`src/rtl/phase_dma_pkg.sv`:
```
package phase_dma_pkg;
  typedef enum logic [1:0] {ST_IDLE, ST_RD, ST_WR} xfer_st_t;
  typedef enum logic [1:0] {SL_NONE, SL_RD, SL_WR} slot_t;

  localparam logic [2:0] RA_SRC_LO = 3'd0;
  localparam logic [2:0] RA_SRC_HI = 3'd1;
  localparam logic [2:0] RA_DST_LO = 3'd2;
  localparam logic [2:0] RA_DST_HI = 3'd3;
  localparam logic [2:0] RA_CNT_LO = 3'd4;
  localparam logic [2:0] RA_CNT_HI = 3'd5;
  localparam logic [2:0] RA_CTRL   = 3'd6;
  localparam logic [2:0] RA_STAT   = 3'd7;
  localparam int         NUM_LOADABLE = 6;
endpackage

```
`src/rtl/dma_step_ctr.sv`:
```
module dma_step_ctr #(
  parameter int W  = 16,
  parameter int LW = 8
) (
  input  logic            clk,
  input  logic            rst,
  input  logic [W/LW-1:0] ld,
  input  logic [LW-1:0]   din,
  input  logic            step,
  input  logic            down,
  output logic [W-1:0]    q
);
  localparam int NL = W / LW;

  logic [W-1:0] nxt;

  always_comb begin
    nxt = q;
    if (step) nxt = down ? q - W'(1) : q + W'(1);
    for (int i = 0; i < NL; i++) begin
      if (ld[i]) nxt[i*LW +: LW] = din;
    end
  end

  always_ff @(posedge clk) begin
    if (rst) q <= '0;
    else     q <= nxt;
  end
endmodule

```
`src/rtl/dma_regs.sv`:
```
module dma_regs
  import phase_dma_pkg::*;
#(
  parameter int AW = 16,
  parameter int CW = 16
) (
  input  logic          clk,
  input  logic          rst,
  input  logic          wr,
  input  logic [2:0]    addr,
  input  logic [3:0]    ctl_bits,
  output logic [7:0]    rdata,
  input  logic          busy_i,
  input  logic          done_p,
  input  logic          err_p,
  input  logic [AW-1:0] src_q,
  input  logic [AW-1:0] dst_q,
  input  logic [CW-1:0] cnt_q,
  output logic [NUM_LOADABLE-1:0] ld,
  output logic          start_p,
  output logic          dir,
  output logic          paced,
  output logic          irq
);
  logic ie_q, paced_q, dir_q, done_q, err_q, irq_q;
  logic ctrl_wr, stat_wr;

  for (genvar g = 0; g < NUM_LOADABLE; g++) begin : g_ld
    assign ld[g] = wr && (addr == 3'(g)) && !busy_i;
  end

  assign ctrl_wr = wr && (addr == RA_CTRL) && !busy_i;
  assign stat_wr = wr && (addr == RA_STAT);
  assign start_p = ctrl_wr && ctl_bits[0];
  assign dir     = dir_q;
  assign paced   = paced_q;
  assign irq     = irq_q;

  always_ff @(posedge clk) begin
    if (rst) begin
      ie_q    <= 1'b0;
      paced_q <= 1'b0;
      dir_q   <= 1'b0;
      done_q  <= 1'b0;
      err_q   <= 1'b0;
      irq_q   <= 1'b0;
      rdata   <= 8'h00;
    end else begin
      if (ctrl_wr) {ie_q, paced_q, dir_q} <= ctl_bits[3:1];
      if (start_p) begin
        done_q <= 1'b0;
        err_q  <= 1'b0;
      end
      if (stat_wr) begin
        if (ctl_bits[1]) done_q <= 1'b0;
        if (ctl_bits[2]) err_q  <= 1'b0;
      end
      if (done_p) done_q <= 1'b1;
      if (err_p)  err_q  <= 1'b1;
      irq_q <= ie_q && (done_q || err_q);
      case (addr)
        RA_SRC_LO: rdata <= src_q[7:0];
        RA_SRC_HI: rdata <= 8'(src_q >> 8);
        RA_DST_LO: rdata <= dst_q[7:0];
        RA_DST_HI: rdata <= 8'(dst_q >> 8);
        RA_CNT_LO: rdata <= cnt_q[7:0];
        RA_CNT_HI: rdata <= 8'(cnt_q >> 8);
        RA_CTRL:   rdata <= {4'b0, ie_q, paced_q, dir_q, 1'b0};
        default:   rdata <= {5'b0, err_q, done_q, busy_i};
      endcase
    end
  end

  p_done_after_busy_r5: assert property (@(posedge clk) disable iff (rst)
    $rose(done_q) |-> $past(busy_i));
  p_ctrl_locked_r10: assert property (@(posedge clk) disable iff (rst)
    (busy_i && wr && addr == RA_CTRL) |=>
      ({ie_q, paced_q, dir_q} == $past({ie_q, paced_q, dir_q})));
  p_irq_needs_flag_r6: assert property (@(posedge clk) disable iff (rst)
    irq_q |-> $past(done_q || err_q));
endmodule

```
`src/rtl/dma_slot_fsm.sv`:
```
module dma_slot_fsm
  import phase_dma_pkg::*;
#(
  parameter int AW        = 16,
  parameter int DW        = 8,
  parameter int PAGE_BITS = 8
) (
  input  logic          clk,
  input  logic          rst,
  input  logic          start_p,
  input  logic          paced,
  input  logic          dreq_i,
  input  logic [AW-1:0] src_a,
  input  logic [AW-1:0] dst_a,
  input  logic          cnt_last,
  input  logic [DW-1:0] rdata_i,
  output logic          phi2_o,
  output logic [AW-1:0] bus_addr,
  output logic          bus_rw,
  output logic          bus_drive,
  output logic [DW-1:0] bus_wdata,
  output logic          bus_data_oe,
  output logic          dack_n,
  output logic          src_step,
  output logic          dst_step,
  output logic          done_p,
  output logic          err_p,
  output logic          busy
);
  xfer_st_t      st_q;
  slot_t         slot_q;
  logic          ph_q;
  logic [DW-1:0] hold_q;

  function automatic logic in_zp(input logic [AW-1:0] a);
    return a[AW-1:PAGE_BITS] == '0;
  endfunction

  assign phi2_o   = ph_q;
  assign busy     = (st_q != ST_IDLE);
  assign src_step = !ph_q && (slot_q == SL_RD);
  assign dst_step = !ph_q && (slot_q == SL_WR);
  assign done_p   = dst_step && cnt_last;
  assign err_p    = ph_q && (((st_q == ST_RD) && in_zp(src_a)) ||
                             ((st_q == ST_WR) && in_zp(dst_a)));

  always_ff @(posedge clk) begin
    if (rst) begin
      ph_q        <= 1'b1;
      st_q        <= ST_IDLE;
      slot_q      <= SL_NONE;
      hold_q      <= '0;
      bus_addr    <= '0;
      bus_rw      <= 1'b1;
      bus_drive   <= 1'b0;
      bus_wdata   <= '0;
      bus_data_oe <= 1'b0;
      dack_n      <= 1'b1;
    end else begin
      ph_q <= ~ph_q;
      if (st_q == ST_IDLE && start_p) st_q <= ST_RD;
      if (ph_q) begin
        slot_q <= SL_NONE;
        case (st_q)
          ST_RD: begin
            if (in_zp(src_a)) begin
              st_q <= ST_IDLE;
            end else if (!paced || dreq_i) begin
              slot_q    <= SL_RD;
              bus_addr  <= src_a;
              bus_rw    <= 1'b1;
              bus_drive <= 1'b1;
              dack_n    <= !paced;
            end
          end
          ST_WR: begin
            if (in_zp(dst_a)) begin
              st_q <= ST_IDLE;
            end else begin
              slot_q      <= SL_WR;
              bus_addr    <= dst_a;
              bus_rw      <= 1'b0;
              bus_drive   <= 1'b1;
              bus_wdata   <= hold_q;
              bus_data_oe <= 1'b1;
            end
          end
          default: ;
        endcase
      end else begin
        bus_drive   <= 1'b0;
        bus_data_oe <= 1'b0;
        dack_n      <= 1'b1;
        slot_q      <= SL_NONE;
        if (slot_q == SL_RD) begin
          hold_q <= rdata_i;
          st_q   <= ST_WR;
        end else if (slot_q == SL_WR) begin
          st_q <= cnt_last ? ST_IDLE : ST_RD;
        end
      end
    end
  end

  p_quiet_in_phi2_r1: assert property (@(posedge clk) disable iff (rst)
    phi2_o |-> (!bus_drive && !bus_data_oe));
  p_phase_alternates_r1: assert property (@(posedge clk) disable iff (rst)
    $past(rst) || (phi2_o != $past(phi2_o)));
  p_read_then_write_r2: assert property (@(posedge clk) disable iff (rst)
    (bus_drive && bus_rw && !phi2_o) |=> ##1 ((bus_drive && !bus_rw) || !busy));
  p_dack_only_paced_read_r7: assert property (@(posedge clk) disable iff (rst)
    !dack_n |-> (bus_drive && bus_rw && !phi2_o && paced));
  p_read_waits_dreq_r7: assert property (@(posedge clk) disable iff (rst)
    (bus_drive && bus_rw && !phi2_o && paced) |-> $past(dreq_i));
  p_no_zero_page_r8: assert property (@(posedge clk) disable iff (rst)
    bus_drive |-> (bus_addr[AW-1:PAGE_BITS] != '0));
endmodule

```
`src/rtl/phase_dma.sv`:
```
module phase_dma
  import phase_dma_pkg::*;
#(
  parameter int AW        = 16,
  parameter int DW        = 8,
  parameter int CW        = 16,
  parameter int PAGE_BITS = 8
) (
  input  logic          clk,
  input  logic          rst,
  input  logic          reg_wr,
  input  logic [2:0]    reg_addr,
  input  logic [7:0]    reg_wdata,
  output logic [7:0]    reg_rdata,
  output logic          irq,
  output logic          phi2,
  output logic [AW-1:0] bus_addr,
  output logic          bus_rw,
  output logic          bus_addr_oe,
  input  logic [DW-1:0] bus_rdata,
  output logic [DW-1:0] bus_wdata,
  output logic          bus_data_oe,
  input  logic          dreq,
  output logic          dack_n
);
  localparam int AL = AW / 8;
  localparam int CL = CW / 8;

  logic [NUM_LOADABLE-1:0] ld;
  logic [AW-1:0] src_q, dst_q;
  logic [CW-1:0] cnt_q;
  logic start_p, dir, paced, busy, done_p, err_p, src_step, dst_step, cnt_last;

  assign cnt_last = (cnt_q == CW'(1));

  dma_regs #(.AW(AW), .CW(CW)) u_regs (
    .clk(clk), .rst(rst), .wr(reg_wr), .addr(reg_addr), .ctl_bits(reg_wdata[3:0]),
    .rdata(reg_rdata), .busy_i(busy), .done_p(done_p), .err_p(err_p),
    .src_q(src_q), .dst_q(dst_q), .cnt_q(cnt_q), .ld(ld), .start_p(start_p),
    .dir(dir), .paced(paced), .irq(irq)
  );

  dma_step_ctr #(.W(AW), .LW(8)) u_src (
    .clk(clk), .rst(rst), .ld(ld[AL-1:0]), .din(reg_wdata),
    .step(src_step), .down(dir), .q(src_q)
  );

  dma_step_ctr #(.W(AW), .LW(8)) u_dst (
    .clk(clk), .rst(rst), .ld(ld[2*AL-1:AL]), .din(reg_wdata),
    .step(dst_step), .down(dir), .q(dst_q)
  );

  dma_step_ctr #(.W(CW), .LW(8)) u_cnt (
    .clk(clk), .rst(rst), .ld(ld[2*AL+CL-1:2*AL]), .din(reg_wdata),
    .step(dst_step), .down(1'b1), .q(cnt_q)
  );

  dma_slot_fsm #(.AW(AW), .DW(DW), .PAGE_BITS(PAGE_BITS)) u_fsm (
    .clk(clk), .rst(rst), .start_p(start_p), .paced(paced), .dreq_i(dreq),
    .src_a(src_q), .dst_a(dst_q), .cnt_last(cnt_last), .rdata_i(bus_rdata),
    .phi2_o(phi2), .bus_addr(bus_addr), .bus_rw(bus_rw), .bus_drive(bus_addr_oe),
    .bus_wdata(bus_wdata), .bus_data_oe(bus_data_oe), .dack_n(dack_n),
    .src_step(src_step), .dst_step(dst_step), .done_p(done_p), .err_p(err_p),
    .busy(busy)
  );
endmodule

```
`config.mk`:
```
export PLATFORM = sky130hd
export DESIGN_NAME = phase_dma
export DESIGN_NICKNAME = d
export VERILOG_FILES = /design/src/rtl/phase_dma_pkg.sv /design/src/rtl/dma_step_ctr.sv /design/src/rtl/dma_regs.sv /design/src/rtl/dma_slot_fsm.sv /design/src/rtl/phase_dma.sv
export SDC_FILE = /design/constraint.sdc
export NUM_CORES = 1
export LEC_CHECK = 0
export BUFFER_PORTS_ARGS = -buffer_cell sky130_fd_sc_hd__buf_2
export CAP_MARGIN = 5
export CORE_MARGIN = 3
export CORE_UTILIZATION = 25
export CTS_CLUSTER_DIAMETER = 80
export DETAILED_ROUTE_END_ITERATION = 8
export GPL_TIMING_DRIVEN = 0
export PLACE_DENSITY_LB_ADDON = 0.15
export SYNTH_ARGS = -nofsm -noshare
export SYNTH_HDL_FRONTEND = slang
export SYNTH_SLANG_ARGS = --single-unit
```
`constraint.sdc`:
```
create_clock -name clk -period 3.98 [get_ports clk]
set_input_delay 0.398 -clock clk [delete_from_list [all_inputs] [get_ports clk]]
set_output_delay 0.398 -clock clk [all_outputs]
set_load 0.01 [all_outputs]
```
==> impl_results.md, run 1 <==
* Reg clk slew, reported paths at 80 ps
* Post-synthesis compound-gate area fraction at 0.2151
* Fraction of registers with async set/reset at 0
* Crit path DAT at ~3600 ps
* GRT Util Overall at 0.1650
* Max clock buf depth at 2
* Most frequent cell after synthesis: dfxtp_1
* Internal power at 0.001575 W
* CTS buffer count at 9
* Tmin final at about 3400 ps
* Max IR drop VDD at between 0.15 and 0.2 mV
* Yosys cell types at 58
* Bufs and invs on worst path at 1
* Largest family of logic cells by synthesized area: compound AO/OA/AOI/OAI gates
* Status: finished, final reports clean
* Delay-heaviest family, CP: compound AO/OA/AOI/OAI gates
* First-pass GRT wire length at roughly 33 mm
* ANT cells at 0
* Prevailing post-synth register cell: dfxtp_1
* Simple-Gate Fraction of Synth Area at 0.2017
* Post-route ant nets at 0
* Worst Path Required at 4240 ps
* Initial Utilization at 0.2588
* P_sw at around 0.00063 W
* TritonCTS clock tree: yes
* Synth Instances at approximately 760
* Largest net degree at the start of global routing at 34
* Hold Vio Cnt, Final at 0
* #FFs+latches synth at slightly above 100
* Root Buffer: clkbuf_16
* H-tree depth at 3
* Setup Viol. Count Final at 0
* Worst setup path class: reg -> reg
* Commonest cells in the netlist: 103 x dfxtp_1, 98 x nor2_1, 89 x nand2_1
* Worst rel slew slack at 0.4860
* CP max FO at 33
* Slowest CP cell: dfxtp_2
* Reg-to-Reg Start: u_regs.dir
* Yosys top cell by area: dfxtp_1
* Setup crit start: u_regs.dir
* Dpl hpwl at about 17 mm
* DIE HEIGHT at about 160 um
* Crit. End Element: flop
* HP Start: bus_rdata[7]
* Final instance area at 7126 um2
* Drc violations at 0
* Slew Limit Fails at 0
* RSZ-0062 raised after global routing: false
* Max Cap Viol at 0
* Flop pwr share at 0.493
* Post-cts hold buffer count at 0
* Placer Congestion at between 0.8 and 0.9
* Post-synthesis mux area share at 0.07853
* Combinational power share at 0.108
* Via density at slightly above 5
* Adder-Cell Fraction of Synth Area at 0.07346
* Die width at about 160 um
* Iteration-0 DRC count of the detailed router at 365
* Ranking of synthesized cells by area: dfxtp_1 33%, ha_1 6.7%, nor2_1 6.0%
* Vias at between 5k and 6k
* Max incr delay on CP at 820 ps
* Drt total wl at 21.97 mm
* Post-CTS Setup Bufs at 0
* Syn Area/Cell at 8.134 um2
* I/O Buffers at 55
* Syn nets at between 800 and 900
* Cell Count Post-Placement at 1,132
* I/O Pins at 61
* Switching Share at 0.2873
* Row cnt at 56
* Layout Cells excl Fill at roughly 1.1k
* Synth top area share at 0.3344
* Post-DP Area at between 6000 and 7000 um2
* Clk network pwr share at 0.399
* Layout cell share with drive strength beyond 1 at 0.1062
* Clk sinks at a little over 100
* Final setup TNS at 0 ps
* Tcrit/Tclk final at 0.8493
* Warnings from Yosys at 0
* Sequential cell area fraction in the yosys report at 0.3344
* Startpoint types: flop
* Static leakage at around 2.8 nW
* Worst-skew pair later-pin latency at about 360 ps
* Min-delay worst type: in -> reg
* Die ar. at between 20,000 and 30,000 um2
* Net count reported at finish at roughly 880
* Power Density at between 300 and 400 nW/um2
* Total grt overflow at 0
* Core area at around 24,000 um2
* Max Freq at a little under 300 MHz
* Resize count post-CTS at 0
* DRT Pass-1 Iters at 5
* Layout area overhead at 15.56%
* Synth Area in XOR/XNOR at 0.05540
* Antenna violations before repair at 0
* Number of global-route vias before repair at between 5k and 6k
* DR WL/cell at between 15 and 20 um
* Worst-path cell chain: ha_1 -> clkbuf_1 -> nand4_1 -> nor4b_1 -> o311ai_0 -> a32oi_1 -> mux2i_1 -> xor2_1 -> a22o_1
* Post-synth EDFFs at 0
* Mapped cell area at just over 6000 um2
* Setup Skew at around 10 ps
* Worst-Margin Slew at slightly below 800 ps
[sequential cells by signal, indices dropped and copies added (netlist names), 2 cells and up]
register and flops:
u_cnt.q 16, u_fsm.st_q 2, u_regs.rdata 8, u_fsm.bus_wdata 8, u_src.q 16, u_fsm.bus_addr 16
u_dst.q 16, u_fsm.slot_q 2, u_fsm.hold_q 8
[through the flow]
step | util | hold WS, ps | power, W | setup slack, ps
after CTS | 0.2991 | 251.0 | 0.002238 | 629.1
after detailed placement | 0.2872 | 447.4 | 0.001353 | 635.3
after global placement | 0.2871 | 445.2 | 0.001354 | 5.012
after floorplan | - | 435.7 | 0.001252 | 1058
after global routing | 0.2991 | 263.1 | 0.002304 | 382.1
final | 0.2991 | 267.9 | 0.002210 | 599.9
[power by group through the flow]
stage,Combinational (W),Clock (W),Sequential [W]
finish,0.000240,0.000881,0.00109
global route,0.000263,0.000949,0.00109
CTS,0.000240,0.000909,0.00109
detailed placement,0.000239,0,0.00111
global placement,0.000240,0,0.00111
floorplan,0.000152,0,0.00110
[logic make-up after synthesis]
logic type / Yosys count
adders and majority gates: 35
muxes: 43
DFF: 103
buffers and inverters: 67
xor gates and xnor gates: 39
and+or+nand+nor: 271
AOI/OAI and AO/OA: 200
[layer usage]
metal  track usage  part of all wire
met2        0.2635              0.45
met5             0                 0
met3       0.02308             0.037
met4       0.04575             0.019
met1        0.2328              0.49
[area by class of cell]
cell class | count | area (um2)
Multi-Input combinational cell | 588 | 3849
Fill cell | 2637 | 16700
Tap cell | 319 | 399.1
Sequential cell | 103 | 2063
Timing Repair Buffer | 55 | 275.3
Buffer | 45 | 172.7
Clock inverter | 6 | 55.05
Clock buffer | 10 | 229.0
Inverter | 22 | 82.58
[layout by cell type, fill, tap and decap left out, drive strengths merged, types with 8 or more instances in the layout]
cell type    n
dfxtp      103
nor2        98
nand2       89
buf         60
a21oi       50
clkbuf      50
a211oi      44
mux2i       36
o21ai       35
ha          33
inv         23
xnor2       22
xor2        17
nand3       16
nor3        14
nor2b       13
a31oi       11
a311oi      10
o211ai       9
nor4         8
[final timing paths]
kind,endpoint,slack (ps),depth (start not counted)
worst max-delay path,u_dst.q[15],600,9
worst min-delay path,u_fsm.hold_q[7],270,3
worst max register to register,u_dst.q[15],600,9
worst min register to register,u_fsm.hold_q[7],450,2
[worst register-to-register path: cells and delay by family, from the launching register on]
kind	cells	cell delay [ps]
DFF	1	820
and+or+nand+nor	2	640
muxes	1	270
xor gates and xnor gates	1	90
buffers and inverters	1	270
adders and majority gates	1	250
AOI/OAI and AO/OA	3	950
Note: power is estimated with default switching activity, not from simulation.
==> run 2, diff against run 1 <==
clock period = 2.9 ns   (was 3.98 ns; I/O delays follow)
==> run 2 against run 1 <==
Final cell count barely moved. Largest power group unchanged. Highest routed layer unchanged. Worst hold slack got worse by 110 ps. Register-to-register slack got worse by 390 ps. Flip-flop and latch count did not move. Clock power rose by 46%. Die area did not move. Total power rose by 41%. Clock-buffer cell count fell by 1. Worst setup slack got worse by 390 ps.
==> impl_results.md, run 2 (synthesized netlist as in run 1, its figures left out) <==
* DR WL/cell at 19.28 um
* Crit path DAT at around 3000 ps
* Final instance area at 7168 um2
* Layout cell share with drive strength beyond 1 at 0.1098
* Die ar. at about 27,000 um2
* Die width at between 150 and 200 um
* Combinational power share at 0.106
* Clk sinks at slightly above 100
* Net count reported at finish at 882
* Number of global-route vias before repair at about 5.6k
* Power Density at roughly 430 nW/um2
* Startpoint types: flop
* Via density at about 5.1
* DRT Pass-1 Iters at 5
* Slew Limit Fails at 0
* Core area at between 20,000 and 25,000 um2
* I/O Buffers at 55
* P_sw at 0.0008718 W
* Dpl hpwl at approximately 17 mm
* Clk network pwr share at 0.415
* Most frequent cells in the layout: 102 x dfxtp_1, 98 x nor2_1, 89 x nand2_1
* Root Buffer: clkbuf_16
* Layout Cells excl Fill at 1,149
* Row cnt at 56
* Setup Skew at between 8 and 9 ps
* Setup WS pre-CTS at -445.7 ps
* Max clock buf depth at 2
* Min-delay worst type: in -> reg
* Layout area overhead at 16.25%
* Cell Count Post-Placement at approximately 1.1k
* Worst-Margin Slew at about 740 ps
* CP max FO at 10
* Cell depth of the worst flop-to-flop path at 9
* GRT Util Overall at 0.1653
* Worst Path Required at approximately 3100 ps
* Setup Viol. Count Final at 0
* Hold path depth at 3
* DIE HEIGHT at 163.0 um
* Commonest non-fill, non-tap cell in the layout: dfxtp_1
* Status: finished, final reports clean
* I/O Pins at 61
* Static leakage at between 2 and 3 nW
* Initial Utilization at 0.2588
* Final setup TNS at 0 ps
* Post-route ant nets at 0
* Worst-skew pair later-pin latency at ~360 ps
* Drt total wl at ~22 mm
* Iteration-0 DRC count of the detailed router at about 460
* Drc violations at 0
* Worst setup path class: reg -> reg
* Switching Share at 0.2798
* Total grt overflow at 0
* Tmin final at about 2700 ps
* CTS buffer count at 9
* Antenna violations before repair at 1
* Internal power at 0.002244 W
* Vias at 5,842
* H-tree depth at 3
* Max Cap Viol at 0
* Flop pwr share at 0.480
* Reg clk slew, reported paths at 80 ps
* Largest net degree at the start of global routing at 34
* First-pass GRT wire length at around 33 mm
* Hold Vio Cnt, Final at 0
* Post-DP Area at 6842 um2
* Placer Congestion at between 0.8 and 0.9
* RSZ-0062 raised after global routing: false
* Crit. End Element: flop
* Tcrit/Tclk final at 0.9280
* Max IR drop VDD at between 0.2 and 0.25 mV
* Worst rel slew slack at 0.5097
* Total power at ~0.0031 W
* Setup ws final at 208.7 ps
* TritonCTS clock tree: yes
* Max Freq at approximately 370 MHz
## run 2: cell count changes in the layout (fill, tap and decap cells not counted), sizes merged
cell / before / now
clkinvlp: 0 / 2
inv: 23 / 24
clkinv: 5 / 2
clkbuf: 50 / 48
buf: 60 / 61
bufinv: 0 / 1
diode: 0 / 1
## run 2: area by class of cell
| type | count | area (um2) |
|---|---|---|
| clock inverter | 7 | 78.83 |
| sequential | 103 | 2066 |
| timing repair buffer | 56 | 290.3 |
| tap | 319 | 399.1 |
| clock buffer | 9 | 225.2 |
| buffer | 44 | 168.9 |
| inverter | 22 | 82.58 |
| antenna | 1 | 2.502 |
| multi-input combinational | 588 | 3855 |
| fill | 2639 | 16650 |
## run 2: worst max-delay path, stage by stage, from the launching register on
cell      delay [ps]
dfxtp_1          420
nor4_1           660
a21oi_1          150
mux2i_1          220
a21oi_1           90
and2_1           230
clkbuf_1         180
clkbuf_1         310
o22ai_1          240
nand2_1           70
## run 2: per-stage QoR
stage	hold WS (ps)	util
floorplan	398.6	-
global placement	445.2	0.2872
detailed placement	449.2	0.2872
CTS	150.4	0.3003
global route	155.3	0.3008
finish	158.6	0.3009
## run 2: power groups by stage
stage	Combinational [W]	Sequential [W]	Clock [W]
final	0.000329	0.00149	0.00129
after floorplan	0.000209	0.00151	0
after CTS	0.000327	0.00149	0.00132
after global routing	0.000362	0.00150	0.00137
after detailed placement	0.000326	0.00153	0
after global placement	0.000327	0.00153	0
## run 2: worst paths after layout
check | startpoint | end | slack, ps
max | u_src.q[15] | u_fsm.bus_rw | 210
min reg2reg | u_fsm.hold_q[1] | u_fsm.hold_q[1] | 460
max reg2reg | u_src.q[15] | u_fsm.bus_rw | 210
min | bus_rdata[1] | u_fsm.hold_q[1] | 160
## run 2: what timing repair did
| action | 4_1_cts | 5_1_grt |
|---|---|---|
| cloned | 0 | 0 |
| setup buffers | 0 | 1 |
| gates resized for setup | 3 | 0 |
| hold buffers | 0 | 0 |
| setup endpoints to repair | 12 | 5 |
## run 2: routing by layer
layer	wire length, um	GRT usage
met1	10570	0.2339
met2	10100	0.2624
met3	1027	0.02409
met4	449	0.04614
met5	0	0
==> run 3, diff against run 2 <==
ABC_AREA = 1   (was default)
CORE_UTILIZATION = 45   (was 25)
SYNTH_HIERARCHICAL = 1   (was default)
==> run 3 against run 2 <==
Clock power is 9% lower. Worst setup slack better by 200 ps. Largest cell class unchanged. Final cell count is 36% higher. Global-route usage is 8.0 points higher. Clock-buffer cell count is 1 higher. Wire length is 5.5% higher. Critical path depth stayed put. First-iteration DRC count is 45% higher. Critical path type unchanged. Non-clock buffer count is 9 lower. Core utilization is 22 points higher.
==> impl_results.md, run 3 <==
* Status: finished, final reports clean
* Max Cap Viol at 0
* First-pass GRT wire length at around 39 mm
* Delay-heaviest family, CP: simple AND/OR/NAND/NOR gates
* Number of global-route vias before repair at 7,438
* Worst-skew pair later-pin latency at between 300 and 400 ps
* Max IR drop VDD at 0.2511 mV
* Hold Vio Cnt, Final at 0
* Post-CTS Setup Bufs at 0
* Bufs and invs on worst path at 4
* Power Density at approximately 350 nW/um2
* Via density at 5.123
* Worst r2r dst: u_dst/q[7]
* Worst rel slew slack at 0.3994
* Post-cts hold buffer count at 0
* Syn Area/Cell at around 6.3 um2
* Layout cell share with drive strength beyond 1 at 0.1458
* CP max FO at 10
* Worst path depth at 9
* Min-delay worst type: in -> reg
* DIE HEIGHT at ~140 um
* Vias at ~8k
* Crit path DAT at roughly 2800 ps
* TritonCTS clock tree: yes
* Placer Congestion at 0.9314
* Final setup TNS at 0 ps
* Mapped cell area at a little under 8000 um2
* DR WL/cell at between 10 and 15 um
* Flop-to-flop setup slack at 410 ps
* CTS buffer count at 9
* Most frequent cells in the layout: 388 x nand2_1, 153 x inv_1, 137 x nor2_1
* Root Buffer: clkbuf_16
* Worst Path Required at 3180 ps
* Fraction of registers with async set/reset at 0
* Synth top area share at 0.2597
* Layout area overhead at 11.55%
* Yosys top cell by area: dfxtp_1
* Reg clk slew, reported paths at 70 ps
* Core area at 16,940 um2
* Setup crit start: u_fsm/phi2_o
* Synth Instances at 1,253
* Tmin final at ~2500 ps
* Antenna violations before repair at 0
* Slowest CP cell: nor2_1
* Max clock buf depth at 2
* Dpl hpwl at between 15 and 20 mm
* Row cnt at 47
* ANT cells at 0
* I/O Pins at 61
* Static leakage at 4.583 nW
* Warnings from Yosys at 6
* Prevailing post-synth register cell: dfxtp_1
* Die width at between 100 and 150 um
* Iteration-0 DRC count of the detailed router at roughly 660
* GRT Util Overall at 0.2453
* Resize count post-CTS at 0
* Sequential cell area fraction in the yosys report at 0.2597
* Commonest cells in the netlist: 388 x nand2_1, 153 x inv_1, 137 x nor2_1
* Reg-to-Reg Start: u_fsm/phi2_o
* Fill cells at roughly 1.8k
* Worst setup path class: reg -> reg
* I/O Buffers at 60
* Worst-path cell chain: buf_2 -> buf_1 -> nor2_1 -> inv_2 -> nor2_2 -> inv_2 -> a21oi_1 -> o21ai_1 -> a21oi_1
* Yosys cell types at 46
* Startpoint types: flop
* Post-route ant nets at 0
* Initial Utilization at 0.4689
* DRT Pass-1 Iters at 6
* Capture point of the worst path: u_dst/q[7]
* Most frequent cell after synthesis: nand2_1
* Setup Viol. Count Final at 0
* Clk sinks at 103
* Drt total wl at around 23 mm
* Worst-Margin Slew at between 800 and 900 ps
* Net count reported at finish at about 1.4k
* H-tree depth at 3
* Slew Limit Fails at 0
* Drc violations at 0
* Largest net degree at the start of global routing at 35
* Max incr delay on CP at 760 ps
* Post-synth EDFFs at 0
* Tcrit/Tclk final at 0.8584
* Cell depth of the worst flop-to-flop path at 9
* Ranking of synthesized cells by area: dfxtp_1 26%, nand2_1 18%, inv_1 7.2%
* Total grt overflow at 0
* Setup Skew at between 5 and 6 ps
* Die ar. at between 15,000 and 20,000 um2
* Max Freq at ~400 MHz
* RSZ-0062 raised after global routing: false
* Crit. End Element: flop
* #FFs+latches synth at a little over 100
* Commonest non-fill, non-tap cell in the layout: nand2_1
* Final Util at 0.5231
[run 3: cell count changes in the layout (fill, tap and decap cells not counted), sizes merged, moves of 22 or more]
cell	change
a211oi	-44
inv	+160
nand4	+23
a22oi	+29
mux2i	-36
a21oi	+31
buf	+22
nand2	+323
nand3	+82
clkbuf	-30
nor2	+51
[run 3: how the worst min path moves through the flow]
stage               startpoint              end  slack, ps  cells after the start
3_5_place_dp   u_fsm/bus_drive  u_fsm/bus_drive        450                      2
6_report          bus_rdata[3]  u_fsm/hold_q[3]        160                      3
4_1_cts           bus_rdata[1]  u_fsm/hold_q[1]        150                      3
5_1_grt           bus_rdata[1]  u_fsm/hold_q[1]        160                      3
3_3_place_gp   u_fsm/bus_drive  u_fsm/bus_drive        440                      2
2_1_floorplan              rst      u_cnt/q[10]        360                      1
[run 3: cell type report]
class,instances,area (um2),share of cell area
buffer,31,209.0,0.02359
clock buffer,10,229.0,0.02585
clock inverter,6,55.05,0.006215
inverter,182,688.2,0.07768
multi-input combinational,952,5039,0.5688
sequential,103,2063,0.2329
tap,220,275.3,0.03107
timing repair buffer,60,300.3,0.03390
[run 3: metal layers]
layer,GRT usage,part of all wire,wire (um)
met1,0.3334,0.46,10840
met2,0.3989,0.46,10710
met3,0.02345,0.044,1024
met4,0.1040,0.034,796
met5,0,0,0
[run 3: cells by family (layout without fill, tap and decap cells)]
logic type,after synthesis,count (layout),share of synthesized area
AO/OA/AOI/OAI,157,157,0.1232
XOR/XNOR,12,12,0.01324
adder cells (fa/ha/maj),48,48,0.07846
buffers and inverters,213,289,0.1130
flip-flops,103,103,0.2597
other,1,16,0.0004722
AND/OR/NAND/NOR,719,719,0.4120
[run 3: power breakdown]
part | leakage, nW | switching (W) | total [W] | internal [W]
clock network | 0.133 | 0.000582 | 0.00118 | 0.000598
registers | 0.833 | 0.0000383 | 0.00148 | 0.00144
logic | 3.62 | 0.000268 | 0.000408 | 0.000139
[run 3: through the flow]
step                      cell area, um2  total power, W  hold slack [ps]  setup WS (ps)  instances
after floorplan                     7998        0.001777            359.1          614.8       1268
after global placement              8573        0.001908            444.8          74.80       1548
after detailed placement            8574        0.001912            454.3          461.8       1548
after CTS                           8859        0.003087            148.4          439.1       1564
after global routing                8859        0.003206            160.4          211.1       1564
final                               8859        0.003066            159.1          410.8       1564
[run 3: worst min-delay path: stages]
cell and delay, ps:
buf_2 70, nor2_1 30, nor2_1 80
